`config.mk`:
```
export PLATFORM = sky130hd
export DESIGN_NAME = nested_barrier
export DESIGN_NICKNAME = d
export VERILOG_FILES = /design/src/rtl/nb_pkg.sv /design/src/rtl/nb_agent.sv /design/src/rtl/nb_max_tree.sv /design/src/rtl/nb_bcast.sv /design/src/rtl/nested_barrier.sv
export SDC_FILE = /design/constraint.sdc
export NUM_CORES = 1
export LEC_CHECK = 0
export BUFFER_PORTS_ARGS = -buffer_cell sky130_fd_sc_hd__clkbuf_2
export CAP_MARGIN = 25
export CORE_ASPECT_RATIO = 1.1
export CORE_MARGIN = 3
export CORE_UTILIZATION = 40
export CTS_CLUSTER_DIAMETER = 200
export DETAILED_ROUTE_END_ITERATION = 8
export GPL_TIMING_DRIVEN = 0
export PLACE_DENSITY_LB_ADDON = 0.25
export SYNTH_ARGS = -nofsm -noshare
export SYNTH_HDL_FRONTEND = slang
export SYNTH_SLANG_ARGS = --single-unit
```
`constraint.sdc`:
```
create_clock -name clk -period 3.17 [get_ports clk]
set_clock_uncertainty 0.2 [all_clocks]
set_input_delay 0.4755 -clock clk [delete_from_list [all_inputs] [get_ports clk]]
set_output_delay 0.4755 -clock clk [all_outputs]
set_load 0.005 [all_outputs]
```
`src/rtl/nb_pkg.sv`:
```
package nb_pkg;

  typedef enum logic [1:0] {
    OP_ENTER  = 2'b00,
    OP_LEAVE  = 2'b01,
    OP_ARRIVE = 2'b10,
    OP_FINISH = 2'b11
  } op_e;

  typedef enum logic [1:0] {
    ST_RUN  = 2'b00,
    ST_WAIT = 2'b01,
    ST_DONE = 2'b10
  } agent_st_e;

  // node count of a tree level that is `l` halvings above `n` leaves
  function automatic int level_size(input int n, input int l);
    return (n + (1 << l) - 1) >> l;
  endfunction

endpackage

```
`src/rtl/nb_agent.sv`:
```
module nb_agent #(
  parameter int LVL_W    = 4,
  parameter int HOLD_CYC = 6
) (
  input  logic             clk,
  input  logic             rst_n,
  input  logic             cmd_vld,
  input  logic [1:0]       cmd_op,
  input  logic [LVL_W-1:0] glob_i,
  output logic [LVL_W-1:0] local_o,
  output logic             go_o
);
  import nb_pkg::*;

  localparam int CNT_W = $clog2(HOLD_CYC + 1) + 1;
  localparam logic [LVL_W-1:0] ONES    = '1;
  localparam logic [LVL_W-1:0] LVL_TOP = ONES - 1'b1;

  function automatic logic [LVL_W-1:0] lvl_up(input logic [LVL_W-1:0] l);
    return (l >= LVL_TOP) ? l : l + 1'b1;
  endfunction

  function automatic logic [LVL_W-1:0] lvl_down(input logic [LVL_W-1:0] l);
    return (l == '0) ? l : l - 1'b1;
  endfunction

  agent_st_e        st;
  logic [LVL_W-1:0] lvl;
  logic [CNT_W-1:0] hold_cnt;

  // named events
  logic running, do_enter, do_leave, do_arrive, do_finish, hold_done, release_ok;
  op_e  op;

  assign op         = op_e'(cmd_op);
  assign running    = (st == ST_RUN);
  assign do_enter   = running && cmd_vld && (op == OP_ENTER);
  assign do_leave   = running && cmd_vld && (op == OP_LEAVE);
  assign do_arrive  = running && cmd_vld && (op == OP_ARRIVE);
  assign do_finish  = running && cmd_vld && (op == OP_FINISH);
  assign hold_done  = (hold_cnt >= CNT_W'(HOLD_CYC));
  assign release_ok = (st == ST_WAIT) && hold_done && (glob_i == lvl);

  always_ff @(posedge clk) begin
    if (!rst_n) begin
      st       <= ST_RUN;
      lvl      <= '0;
      hold_cnt <= '0;
      go_o     <= 1'b0;
    end else begin
      go_o <= release_ok;
      if (do_enter)  lvl <= lvl_up(lvl);
      if (do_leave)  lvl <= lvl_down(lvl);
      if (do_arrive) begin
        st       <= ST_WAIT;
        hold_cnt <= '0;
      end
      if (do_finish) st <= ST_DONE;
      if (st == ST_WAIT && !hold_done) hold_cnt <= hold_cnt + 1'b1;
      if (release_ok) st <= ST_RUN;
    end
  end

  always_comb begin
    unique case (st)
      ST_WAIT: local_o = lvl;
      ST_DONE: local_o = '0;
      default: local_o = ONES;
    endcase
  end

  p_go_single_r8: assert property (@(posedge clk) disable iff (!rst_n)
    go_o |=> !go_o);

  p_go_ones_r8: assert property (@(posedge clk) disable iff (!rst_n)
    go_o |-> (local_o == ONES));

  p_go_match_r5: assert property (@(posedge clk) disable iff (!rst_n)
    go_o |-> ($past(st) == ST_WAIT) && ($past(glob_i) == $past(lvl)));

  p_hold_min_r7: assert property (@(posedge clk) disable iff (!rst_n)
    go_o |-> ($past(hold_cnt) >= CNT_W'(HOLD_CYC)));

  p_lvl_cap_r4: assert property (@(posedge clk) disable iff (!rst_n)
    lvl != ONES);

  p_done_sticky_r6: assert property (@(posedge clk) disable iff (!rst_n)
    (st == ST_DONE) |=> (st == ST_DONE) && (local_o == '0));

endmodule

```
`src/rtl/nb_max_tree.sv`:
```
module nb_max_tree #(
  parameter int NPORTS = 8,
  parameter int LVL_W  = 4
) (
  input  logic                    clk,
  input  logic                    rst_n,
  input  logic [NPORTS*LVL_W-1:0] leaf_i,
  output logic [LVL_W-1:0]        root_o
);
  import nb_pkg::*;

  localparam int DEPTH = $clog2(NPORTS);

  function automatic logic [LVL_W-1:0] max2(input logic [LVL_W-1:0] a,
                                            input logic [LVL_W-1:0] b);
    return (a > b) ? a : b;
  endfunction

  for (genvar l = 0; l <= DEPTH; l++) begin : g_t
    localparam int SZ = level_size(NPORTS, l);
    logic [SZ*LVL_W-1:0] nd;
    if (l == 0) begin : g_leaf
      assign nd = leaf_i;
    end else begin : g_reg
      localparam int PSZ = level_size(NPORTS, l - 1);
      logic [SZ*LVL_W-1:0] nxt;
      for (genvar i = 0; i < SZ; i++) begin : g_node
        if (2*i + 1 < PSZ) begin : g_pair
          assign nxt[i*LVL_W +: LVL_W] = max2(g_t[l-1].nd[2*i*LVL_W +: LVL_W],
                                              g_t[l-1].nd[(2*i+1)*LVL_W +: LVL_W]);
        end else begin : g_pass
          assign nxt[i*LVL_W +: LVL_W] = g_t[l-1].nd[2*i*LVL_W +: LVL_W];
        end
      end
      always_ff @(posedge clk) begin
        if (!rst_n) nd <= '1;
        else        nd <= nxt;
      end
    end
  end

  assign root_o = g_t[DEPTH].nd;

endmodule

```
`src/rtl/nb_bcast.sv`:
```
module nb_bcast #(
  parameter int NPORTS = 8,
  parameter int LVL_W  = 4
) (
  input  logic                    clk,
  input  logic                    rst_n,
  input  logic [LVL_W-1:0]        root_i,
  output logic [NPORTS*LVL_W-1:0] leaf_o
);
  import nb_pkg::*;

  localparam int DEPTH = $clog2(NPORTS);

  for (genvar k = 0; k <= DEPTH; k++) begin : g_b
    localparam int SZ = level_size(NPORTS, DEPTH - k);
    logic [SZ*LVL_W-1:0] nd;
    if (k == 0) begin : g_top
      assign nd = root_i;
    end else begin : g_reg
      logic [SZ*LVL_W-1:0] nxt;
      for (genvar i = 0; i < SZ; i++) begin : g_node
        assign nxt[i*LVL_W +: LVL_W] = g_b[k-1].nd[(i/2)*LVL_W +: LVL_W];
      end
      always_ff @(posedge clk) begin
        if (!rst_n) nd <= '1;
        else        nd <= nxt;
      end
    end
  end

  assign leaf_o = g_b[DEPTH].nd;

endmodule

```
`src/rtl/nested_barrier.sv`:
```
module nested_barrier #(
  parameter int NPORTS   = 8,
  parameter int LVL_W    = 4,
  parameter int HOLD_CYC = 6
) (
  input  logic                    clk,
  input  logic                    rst_n,
  input  logic [NPORTS-1:0]       cmd_vld,
  input  logic [2*NPORTS-1:0]     cmd_op,
  output logic [NPORTS*LVL_W-1:0] local_o,
  output logic [NPORTS*LVL_W-1:0] glob_o,
  output logic [NPORTS-1:0]       go_o
);
  localparam int DEPTH     = $clog2(NPORTS);
  localparam int ROUNDTRIP = 2 * DEPTH;

  logic [LVL_W-1:0] root;

  initial begin
    a_cfg_r7: assert (NPORTS >= 2 && HOLD_CYC >= ROUNDTRIP)
      else $error("hold time shorter than round trip");
  end

  nb_max_tree #(.NPORTS(NPORTS), .LVL_W(LVL_W)) u_tree (
    .clk(clk), .rst_n(rst_n), .leaf_i(local_o), .root_o(root));

  nb_bcast #(.NPORTS(NPORTS), .LVL_W(LVL_W)) u_bcast (
    .clk(clk), .rst_n(rst_n), .root_i(root), .leaf_o(glob_o));

  for (genvar p = 0; p < NPORTS; p++) begin : g_port
    nb_agent #(.LVL_W(LVL_W), .HOLD_CYC(HOLD_CYC)) u_agent (
      .clk     (clk),
      .rst_n   (rst_n),
      .cmd_vld (cmd_vld[p]),
      .cmd_op  (cmd_op[2*p +: 2]),
      .glob_i  (glob_o[p*LVL_W +: LVL_W]),
      .local_o (local_o[p*LVL_W +: LVL_W]),
      .go_o    (go_o[p]));

    if (p > 0) begin : g_uni
      p_glob_uniform_r1: assert property (@(posedge clk) disable iff (!rst_n)
        glob_o[p*LVL_W +: LVL_W] == glob_o[LVL_W-1:0]);
    end
  end

endmodule

```
Word level (Yosys, flattened, before mapping)
Index checks and enable logic that the tools add are counted.
W data, S select, Z words.
{"block": "op_classes", "addsub": 24, "magnitude_cmp": 23, "eq_ne": 64, "n_mux": 79, "bitwise": 1, "reduce_logical": 144}
{"op": "$mux W4", "count": 55}
{"op": "$add A4 B1 Y4 const B", "count": 16}
{"op": "$logic_and A1 B1 Y1", "count": 64}
{"op": "$pmux W4 S2", "count": 8}
{"op": "$eq A2 B2 Y1 const B", "count": 24}
{"op": "$reduce_bool A2 Y1", "count": 24}
{"op": "$eq A2 B1 Y1 const B", "count": 16}
{"op": "$eq A4 B4 Y1", "count": 8}
{"op": "$ge A4 B3 Y1 const B", "count": 8}
{"op": "$ge A4 B4 Y1 const B", "count": 8}
{"op": "$logic_not A2 Y1", "count": 16}
{"op": "$logic_not A4 Y1", "count": 8}
{"op": "$mux W2", "count": 16}
{"op": "$sub A4 B1 Y4 const B", "count": 8}
{"op": "$gt A4 B4 Y1", "count": 7}
{"op": "$reduce_and A3 Y1", "count": 8}
{"op": "$reduce_or A3 Y1", "count": 8}
{"op": "$ne A2 B1 Y1 const B", "count": 8}
{"op": "$ne A2 B2 Y1 const B", "count": 8}
{"op": "$reduce_or A2 Y1", "count": 8}
{"op": "$logic_not A1 Y1", "count": 8}
{"op": "$not A1 Y1", "count": 1}
{"block": "word_totals", "register_bits": 172, "in_bits": 26, "output_inout_bits": 72}

Longest topological paths before layout
Gate-level depths: netlist of run 1.
{"block": "depth", "word_depth": 5, "mapped_depth": 8}

Cells and area by module
Synthesis of run 1 repeated with hierarchy kept, for this count alone.
{"block": "hier_totals", "hier_cells": 885, "area_unflattened_um2": 7868.8}
{"module": "nb_agent", "n_inst": 8, "cells_per_inst": 80, "area_each_um2": 703.2, "seq_area_each_um2": 220.2}
{"module": "nb_max_tree", "n_inst": 1, "cells_per_inst": 192, "area_each_um2": 1694.1, "seq_area_each_um2": 560.5}
{"module": "nb_bcast", "n_inst": 1, "cells_per_inst": 53, "area_each_um2": 549.3, "seq_area_each_um2": 240.2}

Worst setup path after synthesis of run 1
Ideal clock, no wire load.
{"block": "synth_path", "path_kind": "input -> register", "startpoint": "in cmd_op[5]", "endpoint": "reg g_port[2].u_agent.lvl[2]", "arrival_ps": 2172, "required_time_ps": 2898, "setup_slack_ps": 726, "path_stages": 7, "cell_sequence": "nor4b_1 > nand2_1 > xnor2_1 > ha_1 > or4b_1 > a21oi_1 > mux2i_1"}
{"block": "synth_via", "elab_chain_cells": 4, "elab_cells_between_ends": 9, "classes_between": "eq/ne (3); mux (1); reduce/logical (5)"}
{"item": "start: declaration", "line": "nested_barrier.sv:9", "source": "input logic [2*NPORTS-1:0] cmd_op,"}
{"item": "$eq A2 B1 Y1 or $logic_not A2 Y1 (tied branches)", "line": "nb_agent.sv:38, nb_agent.sv:37"}
{"item": "$logic_and A1 B1 Y1 (on tied branches)", "line": "nb_agent.sv:38, nb_agent.sv:37"}
{"item": "$ne A2 B1 Y1 (no line) (tied with other cells)"}
{"item": "$reduce_and A3 Y1 (no line)"}
{"item": "end signal: assignment", "line": "nb_agent.sv:52", "source": "if (do_enter) lvl <= lvl_up(lvl);"}
{"item": "end signal: assignment", "line": "nb_agent.sv:53", "source": "if (do_leave) lvl <= lvl_down(lvl);"}
{"item": "end: declaration", "line": "nb_agent.sv:28", "source": "logic [LVL_W-1:0] lvl;"}
Several ways; a longest one is shown, not always the timed one.
A chain may end at the register's enable or synchronous reset.

Worst setup path after layout of run 1
{"block": "layout_path", "startpoint": "reg g_port[1].u_agent.st[1]", "endpoint": "reg u_tree.g_t[1].nd[1]"}
{"block": "layout_via", "elab_chain_cells": 4, "elab_cells_between_ends": 5, "classes_between": "order compare (1); eq/ne (2); mux (2)"}
{"item": "start: declaration", "line": "nb_agent.sv:27", "source": "agent_st_e st;"}
{"item": "start signal: assignment", "line": "nb_agent.sv:46", "source": "st <= ST_RUN;"}
{"item": "start signal: assignment", "line": "nb_agent.sv:55", "source": "st <= ST_WAIT;"}
{"item": "start signal: assignment", "line": "nb_agent.sv:58", "source": "if (do_finish) st <= ST_DONE;"}
{"item": "$eq A2 B2 Y1 or $eq A2 B1 Y1 (tied branches)", "line": "nb_agent.sv:65", "source": "unique case (st)"}
{"item": "$pmux W4 S2 (*)", "line": "nb_agent.sv:65"}
{"item": "$gt A4 B4 Y1", "line": "nb_max_tree.sv:16", "source": "return (a > b) ? a : b;"}
{"item": "$mux W4 (*)", "line": "nb_max_tree.sv:16"}
{"item": "end signal: assignment", "line": "nb_max_tree.sv:37", "source": "else nd <= nxt;"}
{"item": "end: declaration", "line": "nb_max_tree.sv:21", "source": "logic [SZ*LVL_W-1:0] nd;"}
Every way passes the cells marked *; elsewhere a longest branch is shown, timed or not.

==> reports/metrics.cfg, run 1 <==
[status]
run_status = complete, no violations

[synthesis]
yosysWarningCount = 0
ys_seq_elements = 128
synth-main-ff-cell = dfxtp_1
syn_inst = 864
syn-num-nets = 942
synth.avg_cell_area_sq_um = 9.01
ys_async_sr_fraction_pct = 0
yosys.cell_types.count = 55
yosysSeqAreaShare_pct = 32.9
synth_area_sq_um = 7780
synth-edff-count = 0

[power_and_ir_drop]
intPower_mw = 3.59
power_frac_comb_pct = 23.2
power_frac_seq_pct = 36.3
power.share.clock_pct = 40.4
switching_power_mw = 1.45
p_per_area_nw_per_um2 = 550
leakagePower_nw = 3.84
irDropWorstVdd_v = 0.000404
swShare_pct = 28.8

[clocking]
clk_pin_slew_ns = 0.06
ctsResizeCount = 0
clk_path_buf_depth = 2
clock_latency_ns = 0.42
htreeDepth = 4
clock_sinks = 128
cts_made_buffers = 17
hold_buffers = 0
cts_tree = done
cts_root_buffer = clkbuf_16
post_cts_buffers = 0

[floorplan]
die_height_um = 152
fp-row-count = 52
ios = 98
fp.coreArea_sq_um = 18700
die_w_um = 139
dieArea_sq_um = 21200
start_util_pct = 41.5

[setup_path]
cp_data_arrival_time_ns = 2.85
slowest_stage = o41ai_1
start_kind = flop
path_cells = nand2b_1 -> o21ai_0 -> ha_1 -> nor2b_1 -> o41ai_1 -> or2_2 -> a31oi_1
path_max_fanout = 7
slowest_delay_ns = 0.58
worstSetupEndpointType = flop
required_ns = 3.23
path_class = reg2reg

[route]
routedWlPerCell_um = 15.2
routed_wl_mm = 18.8
drtAntennaViolNets = 0
drt_iter0_markers = 374
via_per_inst = 5.29
drc = 0
vias = 6535
drtPass1Iterations = 5

[run]
cap_viol_max_count = 0

[sta]
period_needed_ns = 2.79
fin_crit_sh_pct = 88.0
hold_violations = 0
finalSetupViolCount = 0
worstMarginPinSlew_ns = 0.998
fmax_ghz = 0.358
rsz0062_at_grt = no
slew_violations = 0
tns_ns = 0
maxSlewHeadroom_pct = 33.5

[cells_and_area]
fillCellCount = 1811
fin_util_pct = 49.0
nNetsFinal = 1057
diodes = 0
synthToLayoutAreaGrowth_pct = 17.9
drive_gt1_share_pct = 21.5
stdcell_area_sq_um = 9180

[grt]
grtUsageTotal_pct = 18.0
grt_pass1_wl_mm = 31.2
grt_overflow = 0
antenna_found_initial = 0
grt_max_degree = 17
grt_pass1_vias = 6132

[placement]
io_buffers = 96
globalplace.congestion = 0.886
place_area_sq_um = 8570
dp_hpwl_mm = 13.6

[hold_path]
hold_class = in2reg

-- synth_stat cells, types with 3 or more instances --
cell      instances  area [sq um]
a21boi_1          8          60.1
a21o_1            3          22.5
a21oi_1          27           135
a31oi_1           3          18.8
a41o_1            5          50.1
a41oi_1           8          70.1
and2_1           15          93.8
and3_1           24           150
buf_2             5          25.0
buf_4            36           270
buf_6             5          56.3
clkbuf_1         21          78.8
dfxtp_1         128          2560
ha_1             52           651
inv_1            52           195
mux2_2           13           146
mux2i_1           7          70.1
nand2_1          39           146
nand2b_1         44           275
nand3_1           8          40.0
nand3b_1          5          37.5
nand4_1          15          93.8
nand4b_1          8          70.1
nor2_1           58           218
nor2b_1          14          87.6
nor3b_1          10          75.1
nor4_1            8          50.1
nor4b_1           5          43.8
nor4b_4           7           166
o211ai_1         10          75.1
o211ai_4          4          85.1
o21a_1           46           345
o21ai_0          52           260
o221a_2           3          33.8
o311ai_0          3          26.3
o31ai_1           6          45.0
o41ai_1           9          78.8
o41ai_2           3          48.8
or3_1            22           138
or4b_1            5          50.1
or4b_4            4          55.1
xnor2_1          39           342
xor2_1            8          70.1
-- routing by layer --
layer  routed length [um]  up-vias  global-route usage, %  share of wire [%]
met2                 8650      114                   29.2                 46
met5                    0        -                      0                  0
met3                  799       30                   4.80                4.3
li1                     -     3288                      -                  -
met4                  372        0                   5.50                2.0
met1                 8980     3103                   23.4                 48
-- layout by cell type, fill, tap and decap left out, types with 27 or more instances in the layout --
cell	Yosys	layout
dfxtp_1	128	128
ha_1	52	52
clkbuf_2	0	96
a21oi_1	27	27
nand2_1	39	39
buf_4	36	36
inv_1	52	52
xnor2_1	39	39
nor2_1	58	58
o21a_1	46	46
nand2b_1	44	44
o21ai_0	52	52
-- cell type report --
type	count	area (sq um)	area share [%]
Sequential cell	128	2560	27.9
Clock buffer	20	447	4.87
Buffer	69	438	4.77
Inverter	52	195	2.13
Timing Repair Buffer	96	480	5.24
Clock inverter	12	165	1.80
Multi-Input combinational cell	615	4590	50.0
Tap cell	243	304	3.31
-- path summary, 6_finish.rpt --
| path | slack, ns | cells after the start | start | endpoint |
|---|---|---|---|---|
| max | 0.38 | 7 | g_port[1].u_agent.st[1]$_SDFFE_PP0P_ | u_tree.g_t[1].nd[1]$_SDFF_PN1_ |
| min | 0.18 | 3 | cmd_vld[1] | g_port[1].u_agent.st[1]$_SDFFE_PP0P_ |
| max reg2reg | 0.38 | 7 | g_port[1].u_agent.st[1]$_SDFFE_PP0P_ | u_tree.g_t[1].nd[1]$_SDFF_PN1_ |
| min reg2reg | 0.20 | 1 | u_bcast.g_b[2].nd[13]$_SDFF_PN1_ | u_bcast.leaf_o[29]$_SDFF_PN1_ |
-- sequential cells by signal, summed over array words and instances, names as in the netlist --
register                 cells
g_port.u_agent.hold_cnt     32
g_port.u_agent.lvl          32
u_tree.g_t.nd               24
g_port.u_agent.st           16
g_port.u_agent.go_o          8
u_bcast.g_b.nd               8
u_bcast.leaf_o               4
u_tree.root_o                4
-- power by group through the flow --
stage	logic, mW	clock network [mW]	registers, mW
CTS	1.18	2.08	1.83
global placement	1.14	0	1.87
finish	1.17	2.04	1.83
floorplan	0.886	0	1.84
global route	1.34	2.14	1.85
detailed placement	1.16	0	1.87
-- worst max-delay path: cells and delay by family (launching register included) --
family | cells | cell delay (ns)
compound gates | 3 | 1.08
fa+ha+maj | 1 | 0.33
simple gates | 3 | 0.65
flops | 1 | 0.36
-- per-stage QoR --
step	std cells	total power [mW]	hold WS (ns)	setup WS, ns
finish	1235	5.05	0.181	0.381
global route	1235	5.33	0.197	0.142
CTS	1235	5.08	0.173	0.388
detailed placement	1203	3.03	0.192	0.286
global placement	1203	3.01	0.188	0.278
floorplan	864	2.73	0.186	0.726
-- logic make-up (layout without fill, tap and decap cells) --
group | after synthesis | count (layout) | share of synthesized area (%)
multiplexers | 21 | 21 | 2.93
flip-flops | 128 | 128 | 32.9
AND/OR/NAND/NOR | 297 | 297 | 23.7
XOR/XNOR | 47 | 47 | 5.29
buffers and inverters | 121 | 249 | 8.14
adder cells (fa/ha/maj) | 52 | 52 | 8.36
AO/OA/AOI/OAI | 198 | 198 | 18.7
Note: power is estimated with default switching activity, not from simulation.
==> run 2, diff against run 1 <==
Settings changed: ABC_CLOCK_PERIOD_IN_PS set to 2400.
Clock period 3.17 ns to 2.4 ns, I/O delays scaled along.
==> reports/metrics.cfg, run 2 (same netlist as run 1, synthesis figures left out) <==
[sta]
tns_ns = 0  ; unchanged
whs_ns = 0.0575  ; -0.124 ns
fin_crit_sh_pct = 96.4  ; +8.4 points
fin_ws_ns = 0.0867  ; -0.294 ns
period_needed_ns = 2.31  ; -0.476 ns
rsz0062_at_grt = no
maxSlewHeadroom_pct = 42.3  ; +8.8 points
worstMarginPinSlew_ns = 0.866  ; -0.132 ns
fmax_ghz = 0.432  ; +21%
hold_violations = 0  ; unchanged
slew_violations = 0  ; unchanged
finalSetupViolCount = 0  ; unchanged

[setup_path]
slowest_stage = or4b_4
worstSetupEndpointType = flop
worst-path-buf-inv = 0  ; unchanged
crit_family = simple AND/OR/NAND/NOR gates
start_kind = flop
path_max_fanout = 5  ; -2
slowest_delay_ns = 0.53  ; -0.05 ns
path_class = reg2reg
required_ns = 2.54  ; -0.69 ns
cp_data_arrival_time_ns = 2.46  ; -0.39 ns
path_cells = nor4b_4 -> nand2_1 -> xnor2_1 -> ha_2 -> or4b_4 -> a21oi_4 -> mux2i_1

[route]
via_per_inst = 5.31  ; +0.34%
routedWlPerCell_um = 15.4  ; +1.3%
vias = 6568  ; +0.50%
drc = 0  ; unchanged
drtAntennaViolNets = 0  ; unchanged
drtPass1Iterations = 6  ; +1
routed_wl_mm = 19.1  ; +1.4%
drt_iter0_markers = 443  ; +18%

[clocking]
htreeDepth = 4  ; unchanged
clk_path_buf_depth = 2  ; unchanged
cts_root_buffer = clkbuf_16
hold_buffers = 0  ; unchanged
cts_made_buffers = 17  ; unchanged
clock_latency_ns = 0.41  ; about the same
cts_tree = done
clk_pin_slew_ns = 0.06  ; about the same
clock_sinks = 128  ; unchanged

[grt]
antenna_found_initial = 0  ; unchanged
grt_pass1_vias = 6187  ; +0.90%
grtUsageTotal_pct = 18.1  ; +0.098 points
grt_overflow = 0  ; unchanged
grt_max_degree = 17  ; unchanged
grt_pass1_wl_mm = 31.4  ; +0.51%

[cells_and_area]
synthToLayoutAreaGrowth_pct = 20.8
fin_util_pct = 50.1  ; +1.2 points
reg.largest.list = g_port.u_agent.hold_cnt (32), g_port.u_agent.lvl (32), u_tree.g_t.nd (24)
diodes = 0  ; unchanged
nNetsFinal = 1059  ; +0.19%
drive_gt1_share_pct = 26.4  ; +4.9 points
final_cell_mix = dfxtp_1 (117), clkbuf_2 (100), nor2_1 (58), inv_1 (52), ha_1 (51)
final_common_cell = dfxtp_1
fillCellCount = 1785  ; -1.4%

[run]
cap_viol_max_count = 0  ; unchanged

[power_and_ir_drop]
irDropWorstVdd_v = 0.000532  ; +32%
p_per_area_nw_per_um2 = 716  ; +30%
leakagePower_nw = 3.93  ; +2.4%

[hold_path]
hold_class = in2reg

[placement]
globalplace.congestion = 0.886  ; unchanged
dp_hpwl_mm = 13.6  ; unchanged
io_buffers = 96  ; unchanged
pre_cts_ws_ns = -0.368  ; -0.655 ns

[floorplan]
fp.coreArea_sq_um = 18700  ; unchanged
die_w_um = 139  ; unchanged
fp-row-count = 52  ; unchanged
start_util_pct = 41.5  ; unchanged
die_height_um = 152  ; unchanged
ios = 98  ; unchanged
dieArea_sq_um = 21200  ; unchanged

[status]
run_status = complete, no violations

==> run 2: changes by cell type in the layout (fill, tap and decap cells not counted), moves of 4 or more <==
cell / delta
clkbuf_1: -6
o21ai_1: +7
nand2b_4: +7
buf_4: +5
nand2b_1: -10
clkbuf_2: +4
dfxtp_1: -11
dfxtp_2: +10
o21ai_2: +8
o21ai_0: -17
==> run 2: stage by stage <==
stage / instance area [sq um] / cells / power (mW)
floorplan: 7780 / 864 / 3.60
global route: 9400 / 1237 / 7.11
global placement: 8570 / 1203 / 3.98
CTS: 9250 / 1235 / 6.74
finish: 9400 / 1237 / 6.73
detailed placement: 8570 / 1203 / 4.00
==> run 2: layout make-up <==
cell class	instances	area (sq um)	area share, %
Buffer	66	432	4.59
Clock buffer	20	447	4.75
Clock inverter	12	165	1.76
Inverter	52	195	2.08
Multi-Input combinational cell	615	4760	50.6
Sequential cell	128	2580	27.4
Tap cell	243	304	3.24
Timing Repair Buffer	101	518	5.51
==> run 2: routing by layer <==
metal | part of all wire (%) | global-route usage (%)
met1 | 47 | 23.4
met2 | 46 | 29.4
met3 | 4.5 | 4.83
met4 | 2.2 | 5.68
met5 | 0 | 0
==> run 2: repair_timing <==
item                                   in CTS  in global routing
pin swaps                                   4                 10
endpoints found under the hold margin       0                  0
setup buffers                               2                  3
resized for setup                          27                 47
setup endpoints to repair                  36                 40
==> run 2: path summary, 6_finish.rpt <==
check,startpoint,to,slack [ns],cells after the start
min,cmd_vld[1],g_port[1].u_agent.st[1]$_SDFFE_PP0P_,0.06,3
max,g_port[2].u_agent.st[0]$_SDFFE_PP0P_,g_port[2].u_agent.lvl[2]$_SDFFE_PN0P_,0.09,7
min reg2reg,u_bcast.g_b[2].nd[13]$_SDFF_PN1_,u_bcast.leaf_o[29]$_SDFF_PN1_,0.20,1
max reg2reg,g_port[2].u_agent.st[0]$_SDFFE_PP0P_,g_port[2].u_agent.lvl[2]$_SDFFE_PN0P_,0.09,7
==> run 2: worst register-to-register path, stage by stage (launching register included) <==
cell     delay, ns
dfxtp_4       0.37
nor4b_4       0.33
nand2_1       0.14
xnor2_1       0.15
ha_2          0.18
or4b_4        0.53
a21oi_4       0.16
mux2i_1       0.18
==> run 2: report_power, final <==
group	switching [mW]	internal, mW
combinational	0.877	0.730
clock	0.941	1.75
sequential	0.129	2.30
